### config.mk
export PLATFORM = sky130hd
export DESIGN_NAME = clkdiv_chain
export DESIGN_NICKNAME = d
export VERILOG_FILES = /design/src/rtl/clkdiv_pkg.sv /design/src/rtl/clkdiv_mode_regs.sv /design/src/rtl/clkdiv_divider.sv /design/src/rtl/clkdiv_lock_fsm.sv /design/src/rtl/clkdiv_chain.sv
export SDC_FILE = /design/constraint.sdc
export NUM_CORES = 1
export LEC_CHECK = 0
export ABC_AREA = 1
export BUFFER_PORTS_ARGS = -buffer_cell sky130_fd_sc_hd__buf_2
export CORE_ASPECT_RATIO = 2
export CORE_UTILIZATION = 58
export DETAILED_ROUTE_END_ITERATION = 10
export PLACE_DENSITY_LB_ADDON = 0.12
export SLEW_MARGIN = 10
export SYNTH_ARGS = -nofsm -noshare
export SYNTH_HDL_FRONTEND = slang
export SYNTH_SLANG_ARGS = --single-unit
export TNS_END_PERCENT = 10
### constraint.sdc
create_clock -name clk -period 5.99 [get_ports clk]
set_input_delay 1.4975 -clock clk [delete_from_list [all_inputs] [get_ports clk]]
set_output_delay 1.4975 -clock clk [all_outputs]
set_load 0.05 [all_outputs]
### src/rtl/clkdiv_pkg.sv
package clkdiv_pkg;

    typedef enum logic [1:0] {
        CM_EXT,
        CM_SLOW,
        CM_FAST
    } clk_mode_e;

    typedef enum logic [1:0] {
        LK_OFF,
        LK_HUNT,
        LK_ONE,
        LK_LOCKED
    } lock_state_e;

endpackage

### src/rtl/clkdiv_mode_regs.sv
module clkdiv_mode_regs
    import clkdiv_pkg::*;
#(
    parameter int W_BITS          = 3,
    parameter int Y_BITS          = 6,
    parameter int OUT_Y_BITS      = 3,
    parameter int SLOW_BASE_SHIFT = 4,
    parameter int SLOW_Y_RESET    = 3,
    parameter int RW              = Y_BITS + SLOW_BASE_SHIFT + 2
) (
    input  logic              clk,
    input  logic              rst_n,
    input  logic              strap_modck,
    input  logic              strap_fastref,
    input  logic              w_wr,
    input  logic              x_wr,
    input  logic              y_wr,
    input  logic [W_BITS-1:0] w_data,
    input  logic              x_data,
    input  logic [Y_BITS-1:0] y_data,
    output clk_mode_e         mode,
    output logic [RW-1:0]     fb_ratio,
    output logic [RW-1:0]     sys_ratio,
    output logic              fb_write
);

    clk_mode_e         strap_mode;
    logic [W_BITS-1:0] w_q;
    logic              x_q;
    logic [Y_BITS-1:0] y_q;

    always_comb begin
        if (!strap_modck)      strap_mode = CM_EXT;
        else if (strap_fastref) strap_mode = CM_FAST;
        else                   strap_mode = CM_SLOW;
    end

    // mode is loaded only while reset is held
    always_ff @(posedge clk) begin
        if (!rst_n) begin
            mode <= strap_mode;
            w_q  <= '0;
            x_q  <= 1'b0;
            y_q  <= (strap_mode == CM_SLOW) ? Y_BITS'(SLOW_Y_RESET) : '0;
        end else begin
            if (w_wr) w_q <= w_data;
            if (x_wr) x_q <= x_data;
            if (y_wr) y_q <= y_data;
        end
    end

    always_comb begin
        unique case (mode)
            CM_SLOW: begin
                fb_ratio  = (RW'(y_q) + RW'(1)) << (SLOW_BASE_SHIFT + int'(w_q[0]));
                sys_ratio = RW'(1) << x_q;
                fb_write  = w_wr | y_wr;
            end
            CM_FAST: begin
                fb_ratio  = RW'(w_q) + RW'(1);
                sys_ratio = (RW'(y_q[OUT_Y_BITS-1:0]) + RW'(1)) << x_q;
                fb_write  = w_wr;
            end
            default: begin
                fb_ratio  = RW'(1);
                sys_ratio = (RW'(y_q[OUT_Y_BITS-1:0]) + RW'(1)) << x_q;
                fb_write  = 1'b0;
            end
        endcase
    end

    // latched mode never moves once reset is released
    p_mode_hold_r1: assert property (@(posedge clk) disable iff (!rst_n)
        $past(rst_n) |-> $stable(mode));

endmodule

### src/rtl/clkdiv_divider.sv
module clkdiv_divider #(
    parameter int RW = 12
) (
    input  logic          clk,
    input  logic          rst_n,
    input  logic          en,
    input  logic [RW-1:0] ratio,
    output logic          tick
);

    logic [RW-1:0] cnt;
    logic [RW-1:0] active;

    assign tick = en && (cnt == active - RW'(1));

    always_ff @(posedge clk) begin
        if (!rst_n || !en) begin
            cnt    <= '0;
            active <= RW'(1);
        end else if (tick) begin
            cnt    <= '0;
            active <= (ratio == '0) ? RW'(1) : ratio;
        end else begin
            cnt    <= cnt + RW'(1);
        end
    end

    // the phase counter stays inside the period it was loaded with
    p_cnt_bound_r10: assert property (@(posedge clk) disable iff (!rst_n)
        en |-> (cnt < active));

endmodule

### src/rtl/clkdiv_lock_fsm.sv
module clkdiv_lock_fsm
    import clkdiv_pkg::*;
#(
    parameter int WIN_LEN     = 16,
    parameter int SYNC_STAGES = 2,
    parameter int CNT_W       = 8
) (
    input  logic clk,
    input  logic rst_n,
    input  logic is_ext,
    input  logic ref_in,
    input  logic fb_tick,
    input  logic fb_write,
    output logic locked
);

    localparam int WIN_W = $clog2(WIN_LEN);

    lock_state_e           state_q, state_d;
    logic [SYNC_STAGES-1:0] sync_q;
    logic                  ref_prev;
    logic                  ref_edge;
    logic [WIN_W-1:0]      ref_cnt;
    logic [CNT_W-1:0]      fb_cnt;
    logic [CNT_W-1:0]      fb_sum;
    logic                  win_end;
    logic                  win_good;

    always_ff @(posedge clk) begin
        if (!rst_n) begin
            sync_q   <= '0;
            ref_prev <= 1'b0;
        end else begin
            sync_q   <= {sync_q[SYNC_STAGES-2:0], ref_in};
            ref_prev <= sync_q[SYNC_STAGES-1];
        end
    end

    assign ref_edge = sync_q[SYNC_STAGES-1] & ~ref_prev;
    assign win_end  = ref_edge && (ref_cnt == WIN_W'(WIN_LEN - 1));
    assign fb_sum   = (fb_cnt == '1) ? fb_cnt : fb_cnt + CNT_W'(fb_tick);
    assign win_good = (fb_sum >= CNT_W'(WIN_LEN - 1)) && (fb_sum <= CNT_W'(WIN_LEN + 1));

    always_ff @(posedge clk) begin
        if (!rst_n || fb_write || is_ext || win_end) begin
            ref_cnt <= '0;
            fb_cnt  <= '0;
        end else begin
            if (ref_edge) ref_cnt <= ref_cnt + WIN_W'(1);
            fb_cnt <= fb_sum;
        end
    end

    // state register
    always_ff @(posedge clk) begin
        if (!rst_n) state_q <= LK_HUNT;
        else        state_q <= state_d;
    end

    // next state
    always_comb begin
        state_d = state_q;
        unique case (state_q)
            LK_OFF:    state_d = LK_OFF;
            LK_HUNT: begin
                if (is_ext)                    state_d = LK_OFF;
                else if (fb_write)             state_d = LK_HUNT;
                else if (win_end && win_good)  state_d = LK_ONE;
            end
            LK_ONE: begin
                if (fb_write)                  state_d = LK_HUNT;
                else if (win_end)              state_d = win_good ? LK_LOCKED : LK_HUNT;
            end
            LK_LOCKED: begin
                if (fb_write)                  state_d = LK_HUNT;
                else if (win_end && !win_good) state_d = LK_HUNT;
            end
            default:                           state_d = LK_HUNT;
        endcase
    end

    // outputs
    always_comb begin
        unique case (state_q)
            LK_LOCKED: locked = 1'b1;
            default:   locked = 1'b0;
        endcase
    end

    // never locked while the latched mode is external
    p_no_lock_ext_r7: assert property (@(posedge clk) disable iff (!rst_n)
        is_ext |-> !locked);

    // a feedback-field write drops lock at the next edge
    p_clear_on_fbwrite_r9: assert property (@(posedge clk) disable iff (!rst_n)
        fb_write |=> !locked);

    // lock only rises at the close of a good window
    p_lock_at_window_r8: assert property (@(posedge clk) disable iff (!rst_n)
        $rose(locked) |-> $past(win_end && win_good));

endmodule

### src/rtl/clkdiv_chain.sv
module clkdiv_chain
    import clkdiv_pkg::*;
#(
    parameter int W_BITS          = 3,
    parameter int Y_BITS          = 6,
    parameter int OUT_Y_BITS      = 3,
    parameter int SLOW_BASE_SHIFT = 4,
    parameter int SLOW_Y_RESET    = 3,
    parameter int WIN_LEN         = 16,
    parameter int SYNC_STAGES     = 2,
    parameter int LOCK_CNT_W      = 8
) (
    input  logic              clk,
    input  logic              rst_n,
    input  logic              ref_in,
    input  logic              strap_modck,
    input  logic              strap_fastref,
    input  logic              w_wr,
    input  logic              x_wr,
    input  logic              y_wr,
    input  logic [W_BITS-1:0] w_data,
    input  logic              x_data,
    input  logic [Y_BITS-1:0] y_data,
    output logic              fb_tick,
    output logic              sys_tick,
    output logic              locked
);

    localparam int RW = Y_BITS + SLOW_BASE_SHIFT + 2;

    clk_mode_e     mode;
    logic [RW-1:0] fb_ratio;
    logic [RW-1:0] sys_ratio;
    logic          fb_write;
    logic          is_ext;

    assign is_ext = (mode == CM_EXT);

    clkdiv_mode_regs #(
        .W_BITS(W_BITS), .Y_BITS(Y_BITS), .OUT_Y_BITS(OUT_Y_BITS),
        .SLOW_BASE_SHIFT(SLOW_BASE_SHIFT), .SLOW_Y_RESET(SLOW_Y_RESET), .RW(RW)
    ) regs_i (
        .clk(clk), .rst_n(rst_n),
        .strap_modck(strap_modck), .strap_fastref(strap_fastref),
        .w_wr(w_wr), .x_wr(x_wr), .y_wr(y_wr),
        .w_data(w_data), .x_data(x_data), .y_data(y_data),
        .mode(mode), .fb_ratio(fb_ratio), .sys_ratio(sys_ratio),
        .fb_write(fb_write)
    );

    clkdiv_divider #(.RW(RW)) fb_div_i (
        .clk(clk), .rst_n(rst_n), .en(!is_ext), .ratio(fb_ratio), .tick(fb_tick)
    );

    clkdiv_divider #(.RW(RW)) sys_div_i (
        .clk(clk), .rst_n(rst_n), .en(1'b1), .ratio(sys_ratio), .tick(sys_tick)
    );

    clkdiv_lock_fsm #(
        .WIN_LEN(WIN_LEN), .SYNC_STAGES(SYNC_STAGES), .CNT_W(LOCK_CNT_W)
    ) lock_i (
        .clk(clk), .rst_n(rst_n), .is_ext(is_ext), .ref_in(ref_in),
        .fb_tick(fb_tick), .fb_write(fb_write), .locked(locked)
    );

    // the feedback divider is silent in external mode
    p_no_fb_ext_r7: assert property (@(posedge clk) disable iff (!rst_n)
        is_ext |-> !fb_tick);

endmodule

* Word-level counts from Yosys, hierarchy flattened
Index checks and enable logic that the tools add are counted.
Storage, ports and cells: register bits after elaboration 77, input port bits 18, logic and storage cells 86, output and inout bits 3
Operators by class: reductions and logical operators 19, shift-type cells 3, muxes and demuxes 21, equal/unequal tests 14, $add $sub $neg 10, bitwise gates (word level) 4, order comparisons 2
Operators by type and width (number):
- 12-bit 2-to-1 mux | 3
- 12-bit by 32-bit << shifter with 12-bit output | 1
- 12-bit by 1-bit adder with 12-bit output, second input constant | 2
- 12-bit equality test | 2
- 12-bit logical NOT | 2
- 12-bit case mux with 2 select lines | 1
- 12-bit by 1-bit subtractor with 12-bit output, second input constant | 2
- 2-bit 2-to-1 mux | 11
- 6-bit 2-to-1 mux | 2
- 1-bit by 1-bit << shifter with 12-bit output, first input constant | 1
- 12-bit by 1-bit << shifter with 12-bit output | 1
- 3-bit by 1-bit adder with 4-bit output, second input constant | 2
- 8-bit by 1-bit adder with 8-bit output | 1
- 8-bit equality test, second input constant | 1
- 8-bit by 4-bit >= comparator with 1-bit output, second input constant | 1
- 8-bit by 5-bit <= comparator with 1-bit output, second input constant | 1
- 8-bit 2-to-1 mux | 1
- 2-bit case mux with 4 select lines | 1
- 6-bit by 1-bit adder with 7-bit output, second input constant | 1
- 2-bit by 1-bit equality test with 1-bit output, second input constant | 3
- 2-bit equality test, second input constant | 3
- 3-bit by 1-bit inequality test with 1-bit output, second input constant | 2
- 1-bit logical AND | 5
- 3-bit by 1-bit adder with 4-bit output, first input constant | 1
- other kinds (14) | 22

* Depth between registers and ports, before layout
depth after elaboration 12, mapped depth 25, depth with buffers taken out 25

* Modules after synthesis
From an unflattened synthesis, not the netlist that was laid out.
Second synthesis, totals: cells, all modules 800, area, all modules 5277.6 um^2
By module, submodules not included:
- clkdiv_divider | area each 1714.1 um^2, seq. area each 480.5 um^2, instances 2, cells an instance 262
- clkdiv_lock_fsm | area each 929.6 um^2, seq. area each 340.3 um^2, instances 1, cells an instance 141
- clkdiv_mode_regs | area each 900.9 um^2, seq. area each 320.3 um^2, instances 1, cells an instance 130
- clkdiv_chain | area each 18.8 um^2, seq. area each 0.0 um^2, instances 1, cells an instance 5

* Worst setup path after synthesis
OpenSTA, ideal clock, no wires.
path kind flip-flop to flip-flop, from reg fb_div_i.active[0], to reg lock_i.state_q[0], period minus slack after synthesis 3634 ps, required time 5857 ps, setup time 133 ps, path slack 2356 ps, stages on the path, launching flop included 23, data arrival time 3501 ps, buffers on the path 0, cells stage by stage dfxtp_1 > inv_1 > ha_1 > a21oi_1 > o21ai_0 > nor3_1 > nand4_1 > nor3_1 > nand3b_1 > nor2_1 > ha_1 > ha_1 > nand3_1 > nand2_1 > nand2_1 > nor2_1 > nor2_1 > nor2_1 > nand3_1 > nand3_1 > nand2_1 > nand2_1 > nand3_1
On the way: longest elaborated chain between the ends 11, elaborated cells on any way between the ends 14, those cells by class 2 x add/sub; 2 x order compare; 3 x eq/ne; 1 x mux; 6 x reduce/logical
RTL lines:
- start: declaration | RTL line clkdiv_divider.sv:12 | logic [RW-1:0] active;
- start signal: assignment | RTL line clkdiv_divider.sv:22 | active <= (ratio == '0) ? RW'(1) : ratio;
- 12-bit by 1-bit subtractor with 12-bit output * | RTL line clkdiv_divider.sv:14 | assign tick = en && (cnt == active - RW'(1));
- 12-bit equality test * | RTL line clkdiv_divider.sv:14
- 1-bit logical AND * | RTL line clkdiv_divider.sv:14
- named net fb_tick | RTL line clkdiv_chain.sv:24 | output logic fb_tick,
- 8-bit by 1-bit adder with 8-bit output * | RTL line clkdiv_lock_fsm.sv:41 | assign fb_sum = (fb_cnt == '1) ? fb_cnt : fb_cnt + CNT_W'(fb_tick);
- 8-bit 2-to-1 mux * | RTL line clkdiv_lock_fsm.sv:41
- 8-bit by 4-bit >= comparator with 1-bit output / 8-bit by 5-bit <= comparator with 1-bit output (equally long branches) | RTL line clkdiv_lock_fsm.sv:42 | assign win_good = (fb_sum >= CNT_W'(WIN_LEN - 1)) && (fb_sum <= CNT_W'(WIN_LEN + 1));
- 1-bit logical AND * | RTL line clkdiv_lock_fsm.sv:42
- 1-bit logical NOT | RTL line clkdiv_lock_fsm.sv:76 | else if (win_end && !win_good) state_d = LK_HUNT;
- 1-bit logical AND | RTL line clkdiv_lock_fsm.sv:76
- 3-bit by 1-bit inequality test with 1-bit output (no source line)
- 3-bit AND reduction (no source line) *
- end signal: assignment | RTL line clkdiv_lock_fsm.sv:57 | else state_q <= state_d;
- end: declaration | RTL line clkdiv_lock_fsm.sv:19 | lock_state_e state_q, state_d;
Mark *: on every way through the listed nets, which the timed path passes. The rest lies on a longest branch. A chain may end at the register's enable or synchronous reset.

* Final worst setup path
from reg fb_div_i.active[0], to out fb_tick
On the way: longest elaborated chain between the ends 3
RTL lines (RTL line):
- 12-bit by 1-bit subtractor with 12-bit output | clkdiv_divider.sv:14
- 12-bit equality test | clkdiv_divider.sv:14
- 1-bit logical AND | clkdiv_divider.sv:14
- end: declaration | clkdiv_chain.sv:24
No other way between the ends.

==> impl_results.md <==
* P&R area growth vs syn at 10.8%
* Worst reg-to-reg setup slack at 2.43 ns
* 1st-iter DRT viols at 144
* FP Rows at 43
* Share of cells above drive strength 1 at under 10%
* Cells on Worst Hold Path at 2
* List of most frequent post-synthesis cells: nand2_1 (143), nor2_1 (93), inv_1 (86)
* Share of Yosys cell area claimed by the top area cell type at 30.2%
* Die area at roughly 7500 sq um
* Final setup violating endpoints at 0
* Area leader, netlist: dfxtp_1
* DRC Markers at 0
* Slew HR at between 60 and 70%
* Power share of the combinational group at 38.2%
* Die height at around 120 um
* Hold Vio Cnt, Final at 0
* Cts bufs inserted at 9
* Post-CTS Setup Repair Bufs at 0
* Worst Skew at between 0.004 and 0.005 ns
* Core area at between 6000 and 7000 sq um
* Fin area at ~4600 sq um
* Total negative slack at 0 ns
* Reg power frac at 32.7%
* NumNets Final at ~660
* Critical path's largest stage delay at between 0.3 and 0.4 ns
* Grt ovf at 0
* Vias in the first global route at about 3600
* R2r endpoint: lock_i.state_q[0]
* Number of library cell types mapped by synthesis at 35
* Drt first pass iters at 6
* Post-placement cell count at between 700 and 800
* Cell Area, Synth at about 4100 sq um
* # port buffers at 20
* Post-synthesis register bit count at 70
* Ys async rst share at 0%
* Worst-Skew Late Latency at ~0.33 ns
* Antenna violations before repair at 0
* Max Clock Freq at approximately 240 MHz
* RR Startpoint: fb_div_i.active[0]
* Critical path class: reg -> out
* Sw frac at around two fifths
* Ant diodes at 0
* Initial Util at roughly three fifths
* CTS tree: built
* Slowest CP cell: dfxtp_1
* Syn Inst Count at ~610
* Post-route ant nets at 0
* Tcrit/Tclk final at between 60% and 70%
* Hold endpoint: lock_i.sync_q[1]
* Vias per cell at ~5.2
* Power Density at 388 nW/um^2
* Non-Filler Instances at approximately 720
* Net Sw Power at ~0.7 mW
* Mapped Nets at ~640
* Max VDD drop at approximately 0.31 mV
* Drt total wl at approximately 8800 um
* Via count at 3772
* Leak Pwr at 2.17 nW
* HPWL after DPL at a little under 7000 um
* Hold Path Origin: lock_i.sync_q[0]
* Longest Clk Path Bufs at 2
* Placed inst area at 4270 sq um
* Number of flops mapped to enable cells by yosys at 8
* Worst r2r path cells at 22
* Worst-path clk slew at approximately 0.060 ns
* Sequential cell area fraction in the yosys report at between 30 and 40%
* Crit end category: output port
* Startpoint Class: flip-flop
* Buf/Inv on CP at 2
* Io pins at 21
* Data arrival time of the worst path at between 2 and 3 ns
* Cts hold-fix bufs at 0
* Clock share of power at between 20% and 30%
* Post_cts resized at 0
* H-Tree Depth at 3
* Minimum hold slack at approximately 0.41 ns
* Top post-synthesis cells by area: dfxtp_1 (30%), nand2_1 (13%), nor2_1 (8.5%)
* P_int at 1.07 mW
* Die X at between 60 and 70 um
* Critical path's top delay family: simple AND/OR/NAND/NOR gates
* Placer Congestion at around 0.87
* Most frequent cell after synthesis: nand2_1
* Top FF cell, synth: dfxtp_1
* Time the worst path needs with I/O delays and setup at 4.10 ns
* YS warnings at 0
* Root buffer cell: clkbuf_16
* Crit-path cells: inv_1 > ha_1 > a21oi_1 > o21ai_0 > nor3_1 > nand4_1 > nor3_1 > nand3b_1 > nor2_1 > buf_2
* Drt wl/cell at roughly 12 um
* Largest net degree at the start of global routing at 24
* GRT Total Usage at between 20% and 30%
* Crit-path most repeated cell: nor3_1
* Max_cap viols at 0
* Critical Path RT at about 4.5 ns
* Outcome: finished clean
* Mean Syn Cell Area at approximately 6.8 sq um
* First-pass GRT wire length at 15200 um
* HP Class: reg -> reg
* Final slew viol count at 0
* Setup repair after global routing missed its margin: false
* Sink Count at 70
* Worst slew pin tran at between 0.5 and 0.6 ns
* Core Util, Final at about 66%
* Critical path fanouts, max at 5
==> registers in the layout (all words and copies together), names as in the netlist, 2 cells and up <==
register          flops
sys_div_i.cnt        12
sys_div_i.active      5
regs_i.y_q            6
lock_i.ref_cnt        4
regs_i.w_q            3
lock_i.sync_q         2
lock_i.state_q        2
lock_i.fb_cnt         8
regs_i.mode           2
fb_div_i.active      12
fb_div_i.cnt         12
==> layout by cell type (no fill, tap or decap), drive strengths merged <==
| cell | n |
|---|---|
| a21o | 1 |
| a21oi | 24 |
| a22oi | 1 |
| buf | 21 |
| bufinv | 1 |
| clkbuf | 9 |
| clkinv | 4 |
| clkinvlp | 2 |
| dfxtp | 62 |
| edfxtp | 8 |
| ha | 14 |
| inv | 87 |
| nand2 | 145 |
| nand3 | 46 |
| nand3b | 2 |
| nand4 | 18 |
| nor2 | 99 |
| nor3 | 8 |
| nor3b | 4 |
| o211ai | 2 |
| o21ai | 20 |
| o21bai | 2 |
| o22ai | 3 |
| o32ai | 1 |
| o41ai | 2 |
| or2 | 4 |
| xnor2 | 16 |
| xor2 | 23 |
==> cell families after synthesis <==
logic type / share of synthesized area [%]
and+or+nand+nor: 34.3
adders and majority gates: 4.26
DFF: 36.0
AOI/OAI and AO/OA: 7.64
xor gates and xnor gates: 8.31
buffers and inverters: 9.52
==> worst register-to-register path, cell delays in order (launching register included) <==
cell	delay [ns]
dfxtp_1	0.38
inv_1	0.07
ha_1	0.30
a21oi_1	0.13
o21ai_0	0.10
nor3_1	0.24
nand4_1	0.12
nor3_1	0.28
nand3b_1	0.11
nor2_1	0.23
ha_1	0.23
ha_1	0.26
nand3_1	0.10
nand2_1	0.07
nand2_1	0.07
nor2_1	0.17
nor2_1	0.07
nor2_1	0.13
nand3_1	0.09
nand3_1	0.13
nand2_1	0.07
nand2_1	0.05
nand3_1	0.05
==> power by group through the flow <==
stage | Combinational, mW | Sequential (mW) | Clock (mW)
2_1_floorplan | 0.555 | 0.573 | 0
3_3_place_gp | 0.659 | 0.583 | 0
3_5_place_dp | 0.674 | 0.586 | 0
4_1_cts | 0.680 | 0.576 | 0.521
5_1_grt | 0.778 | 0.583 | 0.545
6_report | 0.676 | 0.578 | 0.515
==> per-layer routing <==
| layer | track usage (%) | vias to the layer above | wire (um) |
|---|---|---|---|
| met5 | 0 | - | 0 |
| met1 | 25.7 | 1703 | 3140 |
| li1 | - | 1959 | - |
| met3 | 7.04 | 34 | 271 |
| met2 | 49.8 | 76 | 4960 |
| met4 | 16.7 | 0 | 444 |
==> final cells by class <==
class	count	area, sq um
Fill cell	666	2330
Clock buffer	9	225
Multi-Input combinational cell	435	2240
Timing Repair Buffer	21	108
Clock inverter	7	65.1
Tap cell	90	113
Inverter	87	327
Sequential cell	70	1480
==> worst max-delay path by stage <==
stage / startpoint / endpoint / slack [ns] / cells past startpoint
4_1_cts: fb_div_i.active[0] / fb_tick / 1.94 / 10
5_1_grt: fb_div_i.active[0] / fb_tick / 1.63 / 10
3_5_place_dp: fb_div_i.active[0] / fb_tick / 2.31 / 10
6_report: fb_div_i.active[0] / fb_tick / 1.89 / 10
3_3_place_gp: fb_div_i.active[0] / fb_tick / 2.38 / 10
2_1_floorplan: fb_div_i.active[0] / lock_i.state_q[0] / 2.36 / 22
==> through the flow <==
stage	total power, mW	setup slack (ns)
after floorplan	1.13	2.36
after global placement	1.24	2.38
after detailed placement	1.26	2.31
after CTS	1.78	1.94
after global routing	1.91	1.63
final	1.77	1.89
Power figures use the tool's default switching activity.
